[config.mk]
export PLATFORM = sky130hd
export DESIGN_NAME = ipc_mailbox
export DESIGN_NICKNAME = d
export VERILOG_FILES = /design/src/rtl/ipc_mbox_pkg.sv /design/src/rtl/ipc_addr_dec.sv /design/src/rtl/ipc_channel.sv /design/src/rtl/ipc_mailbox.sv
export SDC_FILE = /design/constraint.sdc
export NUM_CORES = 1
export LEC_CHECK = 0
export BUFFER_PORTS_ARGS = -buffer_cell sky130_fd_sc_hd__buf_4
export CAP_MARGIN = 20
export CORE_AREA = 3 3 256 258
export DETAILED_ROUTE_END_ITERATION = 12
export DIE_AREA = 0 0 259 261
export MAX_ROUTING_LAYER = met4
export PLACE_DENSITY_LB_ADDON = 0.1
export SETUP_SLACK_MARGIN = 0.02
export SYNTH_ARGS = -nofsm -noshare
export SYNTH_HDL_FRONTEND = slang
export SYNTH_HIERARCHICAL = 1
export SYNTH_SLANG_ARGS = --single-unit
[constraint.sdc]
create_clock -name clk -period 1.6 [get_ports clk]
set_clock_uncertainty 0.1 [all_clocks]
set_input_delay 0.32 -clock clk [delete_from_list [all_inputs] [get_ports clk]]
set_output_delay 0.32 -clock clk [all_outputs]
set_load 0.005 [all_outputs]
[src/rtl/ipc_mbox_pkg.sv]
package ipc_mbox_pkg;

    localparam int DATA_W = 32;

    typedef enum logic [1:0] {
        REG_HMSG = 2'd0,
        REG_HCTL = 2'd1,
        REG_SMSG = 2'd2,
        REG_SCTL = 2'd3
    } reg_idx_e;

    // One port's access as seen by one channel
    typedef struct packed {
        logic              sel;
        logic              we;
        logic              svc;
        reg_idx_e          idx;
        logic [DATA_W-1:0] wdata;
    } chan_acc_t;

    typedef struct packed {
        logic x1;
        logic x2;
        logic y1;
        logic y2;
        logic en_x1;
        logic en_x2;
        logic en_y1;
        logic en_y2;
    } flag_set_t;

    typedef struct packed {
        logic [DATA_W-1:0] hmsg;
        logic [DATA_W-1:0] smsg;
        flag_set_t         f;
        logic              hirq;
        logic              sirq;
    } chan_state_t;

    // Host-side control view
    function automatic logic [DATA_W-1:0] host_ctl_word(flag_set_t f);
        logic [DATA_W-1:0] v;
        v    = '0;
        v[0] = f.x1;
        v[1] = f.y2;
        v[2] = f.y1;
        v[3] = f.x2;
        v[4] = f.en_y1;
        v[5] = f.en_y2;
        return v;
    endfunction

    // Service-side control view
    function automatic logic [DATA_W-1:0] svc_ctl_word(flag_set_t f);
        logic [DATA_W-1:0] v;
        v    = '0;
        v[0] = f.y1;
        v[1] = f.x2;
        v[2] = f.x1;
        v[3] = f.y2;
        v[4] = f.en_x1;
        v[5] = f.en_x2;
        return v;
    endfunction

endpackage

[src/rtl/ipc_addr_dec.sv]
module ipc_addr_dec
    import ipc_mbox_pkg::*;
#(
    parameter int                ADDR_W    = 12,
    parameter int                NUM_CORE  = 3,
    parameter logic [ADDR_W-1:0] CORE_BASE = 12'h400,
    localparam int               NCH       = NUM_CORE + 1
) (
    input  logic [ADDR_W-1:0] addr,
    output logic [NCH-1:0]    hit,
    output reg_idx_e          idx
);

    localparam int              BLK_W    = ADDR_W - 4;
    localparam logic [BLK_W-1:0] CORE_BLK = CORE_BASE[ADDR_W-1:4];

    logic aligned;

    always_comb begin
        aligned = (addr[1:0] == 2'b00);
        idx     = reg_idx_e'(addr[3:2]);
        hit     = '0;
        if (aligned && addr[ADDR_W-1:4] == '0) begin
            hit[0] = 1'b1;
        end
        for (int c = 0; c < NUM_CORE; c++) begin
            if (aligned && addr[ADDR_W-1:4] == CORE_BLK + BLK_W'(c)) begin
                hit[c+1] = 1'b1;
            end
        end
    end

endmodule

[src/rtl/ipc_channel.sv]
module ipc_channel
    import ipc_mbox_pkg::*;
#(
    parameter int NPORT = 2
) (
    input  logic                        clk,
    input  logic                        rst_n,
    input  chan_acc_t [NPORT-1:0]       acc,
    output logic [DATA_W-1:0]           host_msg,
    output logic [DATA_W-1:0]           svc_msg,
    output flag_set_t                   flags,
    output logic                        host_irq,
    output logic                        svc_irq
);

    chan_state_t st_d, st_q;

    // Per-flag set and clear requests gathered over all ports
    logic set_x1, set_x2, set_y1, set_y2;
    logic clr_x1, clr_x2, clr_y1, clr_y2;

    always_comb begin
        st_d   = st_q;
        set_x1 = 1'b0; set_x2 = 1'b0; set_y1 = 1'b0; set_y2 = 1'b0;
        clr_x1 = 1'b0; clr_x2 = 1'b0; clr_y1 = 1'b0; clr_y2 = 1'b0;

        for (int p = 0; p < NPORT; p++) begin
            if (acc[p].sel && acc[p].we) begin
                case (acc[p].idx)
                    REG_HMSG: st_d.hmsg = acc[p].wdata;
                    REG_SMSG: st_d.smsg = acc[p].wdata;
                    REG_HCTL: begin
                        if (acc[p].wdata[0]) set_x1 = 1'b1; else clr_x1 = 1'b1;
                        if (acc[p].wdata[3]) set_x2 = 1'b1; else clr_x2 = 1'b1;
                        if (acc[p].wdata[1]) clr_y2 = 1'b1;
                        if (acc[p].wdata[2]) clr_y1 = 1'b1;
                        st_d.f.en_y1 = acc[p].wdata[4];
                        st_d.f.en_y2 = acc[p].wdata[5];
                    end
                    REG_SCTL: begin
                        if (acc[p].svc) begin
                            if (acc[p].wdata[0]) set_y1 = 1'b1; else clr_y1 = 1'b1;
                            if (acc[p].wdata[3]) set_y2 = 1'b1; else clr_y2 = 1'b1;
                            if (acc[p].wdata[1]) clr_x2 = 1'b1;
                            if (acc[p].wdata[2]) clr_x1 = 1'b1;
                            st_d.f.en_x1 = acc[p].wdata[4];
                            st_d.f.en_x2 = acc[p].wdata[5];
                        end
                    end
                    default: ;
                endcase
            end
        end

        // A set beats a clear arriving in the same cycle
        st_d.f.x1 = set_x1 | (st_q.f.x1 & ~clr_x1);
        st_d.f.x2 = set_x2 | (st_q.f.x2 & ~clr_x2);
        st_d.f.y1 = set_y1 | (st_q.f.y1 & ~clr_y1);
        st_d.f.y2 = set_y2 | (st_q.f.y2 & ~clr_y2);

        // Interrupts follow the registered flags one cycle later
        st_d.hirq = (st_q.f.y1 & st_q.f.en_y1) | (st_q.f.y2 & st_q.f.en_y2);
        st_d.sirq = (st_q.f.x1 & st_q.f.en_x1) | (st_q.f.x2 & st_q.f.en_x2);
    end

    always_ff @(posedge clk or negedge rst_n) begin
        if (!rst_n) begin
            st_q <= '0;
        end else begin
            st_q <= st_d;
        end
    end

    assign host_msg = st_q.hmsg;
    assign svc_msg  = st_q.smsg;
    assign flags    = st_q.f;
    assign host_irq = st_q.hirq;
    assign svc_irq  = st_q.sirq;

endmodule

[src/rtl/ipc_mailbox.sv]
module ipc_mailbox
    import ipc_mbox_pkg::*;
#(
    parameter int                ADDR_W    = 12,
    parameter int                NUM_CORE  = 3,
    parameter logic [ADDR_W-1:0] CORE_BASE = 12'h400,
    localparam int               NCH       = NUM_CORE + 1
) (
    input  logic              clk,
    input  logic              rst_n,
    input  logic              p0_req,
    input  logic              p0_we,
    input  logic              p0_src,
    input  logic [ADDR_W-1:0] p0_addr,
    input  logic [31:0]       p0_wdata,
    output logic [31:0]       p0_rdata,
    input  logic              p1_req,
    input  logic              p1_we,
    input  logic              p1_src,
    input  logic [ADDR_W-1:0] p1_addr,
    input  logic [31:0]       p1_wdata,
    output logic [31:0]       p1_rdata,
    output logic [NCH-1:0]    host_irq_ch,
    output logic [NCH-1:0]    svc_irq_ch,
    output logic              host_irq,
    output logic              svc_irq
);

    localparam int NPORT = 2;

    logic [NPORT-1:0]                 pt_req, pt_we, pt_svc;
    logic [NPORT-1:0][ADDR_W-1:0]     pt_addr;
    logic [NPORT-1:0][DATA_W-1:0]     pt_wdata;

    assign pt_req   = {p1_req,   p0_req};
    assign pt_we    = {p1_we,    p0_we};
    assign pt_svc   = {p1_src,   p0_src};
    assign pt_addr  = {p1_addr,  p0_addr};
    assign pt_wdata = {p1_wdata, p0_wdata};

    logic [NPORT-1:0][NCH-1:0] dec_hit;
    reg_idx_e                  dec_idx [NPORT];

    for (genvar p = 0; p < NPORT; p++) begin : g_dec
        ipc_addr_dec #(
            .ADDR_W    (ADDR_W),
            .NUM_CORE  (NUM_CORE),
            .CORE_BASE (CORE_BASE)
        ) u_dec (
            .addr (pt_addr[p]),
            .hit  (dec_hit[p]),
            .idx  (dec_idx[p])
        );
    end

    chan_acc_t [NCH-1:0][NPORT-1:0] ch_acc;

    always_comb begin
        for (int c = 0; c < NCH; c++) begin
            for (int p = 0; p < NPORT; p++) begin
                ch_acc[c][p].sel   = pt_req[p] & dec_hit[p][c];
                ch_acc[c][p].we    = pt_we[p];
                ch_acc[c][p].svc   = pt_svc[p];
                ch_acc[c][p].idx   = dec_idx[p];
                ch_acc[c][p].wdata = pt_wdata[p];
            end
        end
    end

    logic [NCH-1:0][DATA_W-1:0] ch_hmsg, ch_smsg;
    flag_set_t [NCH-1:0]        ch_flags;

    for (genvar c = 0; c < NCH; c++) begin : g_ch
        ipc_channel #(
            .NPORT (NPORT)
        ) u_ch (
            .clk      (clk),
            .rst_n    (rst_n),
            .acc      (ch_acc[c]),
            .host_msg (ch_hmsg[c]),
            .svc_msg  (ch_smsg[c]),
            .flags    (ch_flags[c]),
            .host_irq (host_irq_ch[c]),
            .svc_irq  (svc_irq_ch[c])
        );
    end

    // Registered read return
    logic [NPORT-1:0][DATA_W-1:0] rd_d, rd_q;

    always_comb begin
        rd_d = '0;
        for (int p = 0; p < NPORT; p++) begin
            if (pt_req[p] && !pt_we[p]) begin
                for (int c = 0; c < NCH; c++) begin
                    if (dec_hit[p][c]) begin
                        case (dec_idx[p])
                            REG_HMSG: rd_d[p] = ch_hmsg[c];
                            REG_HCTL: rd_d[p] = host_ctl_word(ch_flags[c]);
                            REG_SMSG: rd_d[p] = ch_smsg[c];
                            REG_SCTL: rd_d[p] = pt_svc[p] ? svc_ctl_word(ch_flags[c]) : '0;
                            default:  rd_d[p] = '0;
                        endcase
                    end
                end
            end
        end
    end

    always_ff @(posedge clk or negedge rst_n) begin
        if (!rst_n) begin
            rd_q <= '0;
        end else begin
            rd_q <= rd_d;
        end
    end

    assign p0_rdata = rd_q[0];
    assign p1_rdata = rd_q[1];
    assign host_irq = |host_irq_ch;
    assign svc_irq  = |svc_irq_ch;

endmodule

Yosys cells after proc, flatten, opt, wreduce, memory -nomap -nowiden
Cells that the tools add are included.

Bits in registers: 360. ROM bits: 0. Latch bits: 0. Logic and storage cells: 448. Memories kept: 0. RAM bits: 0.

Multiplexer cells: 278. Multipliers: 0. Add/subtract/negate cells: 0. Reductions and logical operators: 28. Bitwise gates (word level): 80. Shift operators: 0. Magnitude comparators: 0. Div/mod/pow operators: 0. Eq/ne operators: 12.

Operators with widths (count): $pmux 32 s4 (8); $mux 32 (26); $mux 64 (8); $mux 1 (176); $eq 8x7->1 const B (6); $mux 2 (24); $mux 6 (8); $and 1x1->1 (40); $pmux 1 s2 (20); $mux 4 (8); $or 1x1->1 (24); $logic_and 1x1->1 (18); $logic_not 8->1 (2); $not 1->1 (16); $eq 2x2->1 const B (4); $logic_not 2->1 (4); $reduce_or 4->1 (2); $eq 2x1->1 const B (2); $logic_not 1->1 (2).

Logic depth before layout (Yosys ltp)
Word-level depth: 13. Mapped depth: 10. Gate-level depth less buffers: 7.

Hierarchy
Netlist, hierarchy kept.

By module, submodules not included: ipc_channel (g_ch[1].u_ch ...) (instances 3, area an instance 3594.7 sq um, cells each 345, sequential area each 1851.8 sq um); ipc_mailbox (instances 1, area an instance 7609.8 sq um, cells each 870, sequential area each 1601.5 sq um); ipc_channel (g_ch[0].u_ch) (instances 1, area an instance 3587.2 sq um, cells each 343, sequential area each 1851.8 sq um); ipc_addr_dec (instances 2, area an instance 106.4 sq um, cells each 10, sequential area each 0.0 sq um).

Worst setup path before layout
OpenSTA, ideal clock, no wires.

Path kind: in2reg. Start: input port p1_addr[1]. End: register g_ch[2].u_ch.st_q (netlist bit g_ch[2].u_ch/host_msg[10]). Cell stages on the path: 9. Library setup time: 0.132 ns. Data arrival time: 2.623 ns. Slack: -1.255 ns. Cell sequence: or4_4 nor3_1 buf_4 buf_2 and2_1 and4bb_1 buf_4 clkbuf_1 o21ai_1.

RTL lines: start: declaration (RTL line ipc_mailbox.sv:20) `input logic [ADDR_W-1:0] p1_addr,`; end signal: assignment (RTL line ipc_channel.sv:70) `st_q <= st_d;`; end: declaration (RTL line ipc_channel.sv:16) `chan_state_t st_d, st_q;`.

==> reports/metrics.cfg <==
[timing]
fin_setup_tns_ns=-176.95
layout_setup_ws_ns=-0.640
hold_viol_final=0
tightestPinTransition_ns=0.576
relSlewSlack_pct=61.6
drv_slew=0
post-route-period-util_pct=140
setup_viol=354
clock.fmax_mhz=446
post-route-min-period_ns=2.24
rsz0062_at_grt=yes

[layout]
nFillCells=5873
seq_area_mm2=0.00901
multiInputGateArea_mm2=0.0127
finish.net_count=2804
design_area_mm2=0.0305
layout-drive-gt1-share_pct=29.0
finalCoreUtilization_pct=48.2
syn_to_final_growth_pct=37.2

[hold_path]
holdCritPathClass=in -> reg
holdPathEnd=g_ch[3].u_ch/host_msg[3]
hold_depth=3
hp-start=p1_wdata[3]

[synthesis]
synth-adder-area-share_pct=0
synth_cell_type_count=63
syn_nets=2364
synth_area_leaders=dfrtp_1, mux2i_1, o21ai_1
synth_area_leader_cell=dfrtp_1
synth_compound_area_share_pct=17.1
synth_top_family_by_area=multiplexers
synth-xor-area-share_pct=0
synth_top_area_share_pct=40.6
synth-simple-area-share_pct=12.5
synthFlopType=dfrtp_1
synth-async-reset-ratio_pct=100
ys_seq_elements=360
yosysWarnings=6
yosysSeqAreaShare_pct=40.6
synth_enable_flop_cells=0
avgSynthCellArea_um2=9.79
synth_cells=2268
muxShareOfSynthArea_pct=23.5
netlist_area_mm2=0.0222

[worst_setup_path]
timing.rr.end=p1_rdata[5]
worstSetupStartpointType=input port
r2r_cells=4
worstSetupEndpointType=register
worstSetupPathType=in -> reg
reg2reg_slack_ns=-0.30
crit_arrival_ns=2.60
startpoint=p0_addr[1]
crit_path_max_fanout=18
worstReg2RegStart=g_ch[2].u_ch/flags[2]
worstPathRequired_ns=1.96

[drt]
vias=20700
finalWirelength_um=98300
ant_nets=0
vias_per_cell=5.77
wl_per_cell_um=27.4
firstDrtPassIters=5
drc=0
drtIter0Drc=2000

[place]
gp_congestion=0.974
place_area_mm2=0.0264
dpl_worst_slack_ns=-1.43
dp.final_hpwl_um=59400
numPortBuffers=169

[outcome]
violations=negative setup slack
status=complete, but fails checks

[floorplanning]
row_count=92
pin_count=170
dieArea_mm2=0.0676
die_height_um=261
start_util_pct=35.1
die_width_um=259
core-area_mm2=0.0632

[global_route]
antenna_found_initial=4
grt_usage_pct=27.8
grt_pass1_vias=20300
grt-ovfl-total=0
grt_max_degree=65
grt_pass1_wl_um=137000

[clocking]
clk_latency_ns=0.59
cts_tree=built
cts_buffer_depth=3
numClockSinks=360
cts-root-buf=clkbuf_16
cts-htree-levels=2
clk_pin_slew_ns=0.06
cts_buffers=46

[power]
ir_worst_vdd_uv=647
total_power_uw=21400
powerDensity_mw_per_mm2=703
power_leakage_uw=0.0140

[job]
drv_cap=0

-- timing repair --
item	CTS	global route
gates cloned	11	14
buffers inserted	24	23
hold buffers	53	0
pin swaps	47	79
resized for setup	106	157
hold endpoints to repair	568	0
setup endpoints to repair	368	368
-- synth_stat cells, types with 18 or more instances --
master,instances
o22ai_1,55
o22a_1,50
nor2b_1,27
o21ai_0,72
nand2_1,165
nor2_1,200
a21oi_1,144
buf_6,19
a211oi_1,27
dfrtp_1,360
buf_2,59
mux2i_1,473
nand3_1,33
mux4_2,18
clkbuf_1,60
o21ai_1,184
and2_1,27
inv_1,22
a31oi_1,19
buf_4,35
-- metrics by stage --
stage | hold WS, ns | instances
after global placement | 0.155 | 3386
after global routing | 0.0139 | 3586
after CTS | 0.00314 | 3549
final | 0.0359 | 3586
after detailed placement | 0.164 | 3386
after floorplan | -0.0756 | 2268
-- where the power goes --
part / internal, µW / leakage [µW] / switching (µW)
clock: 5910 / 0.000704 / 4250
combinational: 805 / 0.00826 / 1270
sequential: 9150 / 0.00503 / 36.4
-- registers in the layout, indices dropped and copies added (netlist names) --
| name | flops |
|---|---|
| g_ch.u_ch/flags | 32 |
| g_ch.u_ch/host_irq | 4 |
| p1_rdata | 32 |
| g_ch.u_ch/svc_msg | 128 |
| g_ch.u_ch/svc_irq | 4 |
| p0_rdata | 32 |
| g_ch.u_ch/host_msg | 128 |
-- final cells by class --
cell class	instances	share of cell area, %
clock buffers	63	4.22
inverters	23	0.292
repair buffers	586	20.1
well taps	846	3.48
diodes	2	0.0164
clock inverters	15	0.489
multi-input cells	1691	41.8
flip-flops and latches	360	29.6
-- metal layers --
layer	part of all wire (%)	vias up	GRT usage, %	wire (µm)
met4	2.9	0	8.10	2850
met3	8.0	165	5.33	7870
met1	44	10400	37.5	42800
met2	46	925	42.4	44800
li1	-	9241	-	-
met5	0	-	-	0
-- how the worst max path moves through the flow --
| stage | end | cells past startpoint |
|---|---|---|
| final | g_ch[3].u_ch/host_msg[9] | 9 |
| after floorplan | g_ch[3].u_ch/host_msg[10] | 9 |
| after detailed placement | p1_rdata[30] | 11 |
| after global routing | g_ch[3].u_ch/host_msg[11] | 9 |
| after CTS | g_ch[3].u_ch/host_msg[10] | 9 |
| after global placement | p1_rdata[30] | 11 |
-- logic make-up (layout without fill, tap and decap cells) --
family,after synthesis,count (layout)
compound gates,633,633
simple gates,560,560
mux,498,498
flops,360,360
buf+inv,217,687
other cells,0,2
-- critical path, cell delays in order --
cell	delay (ns)
buf_6	0.09
or4_4	0.57
buf_12	0.16
nor4_4	0.38
and2_4	0.22
and4bb_4	0.32
buf_12	0.24
mux2i_1	0.21
o21ai_1	0.07
-- placed cells by master (no fill, tap or decap), drive strengths merged, types with 5 or more instances in the layout --
master       instances
a221oi              13
mux4                18
nand3               33
a211oi              27
dfrtp              360
a22o                 9
and3                 5
o211ai               8
nor2b               27
a31oi               19
o22a                50
o31ai                7
nor2               200
a2111oi              8
clkinv              10
a22oi               10
and4bb               7
mux2                 7
inv                 24
nor3b                7
and4b                8
nand2              166
buf                524
o21ai              256
a21oi              144
nand4               12
nor3                17
nand4b              16
o22ai               55
and2                27
nor4                 6
nand2b              11
o221ai               8
mux2i              473
dlygate4sd3         53
or4                  6
clkbuf              72
No activity file was read; power rests on OpenSTA's default activity.
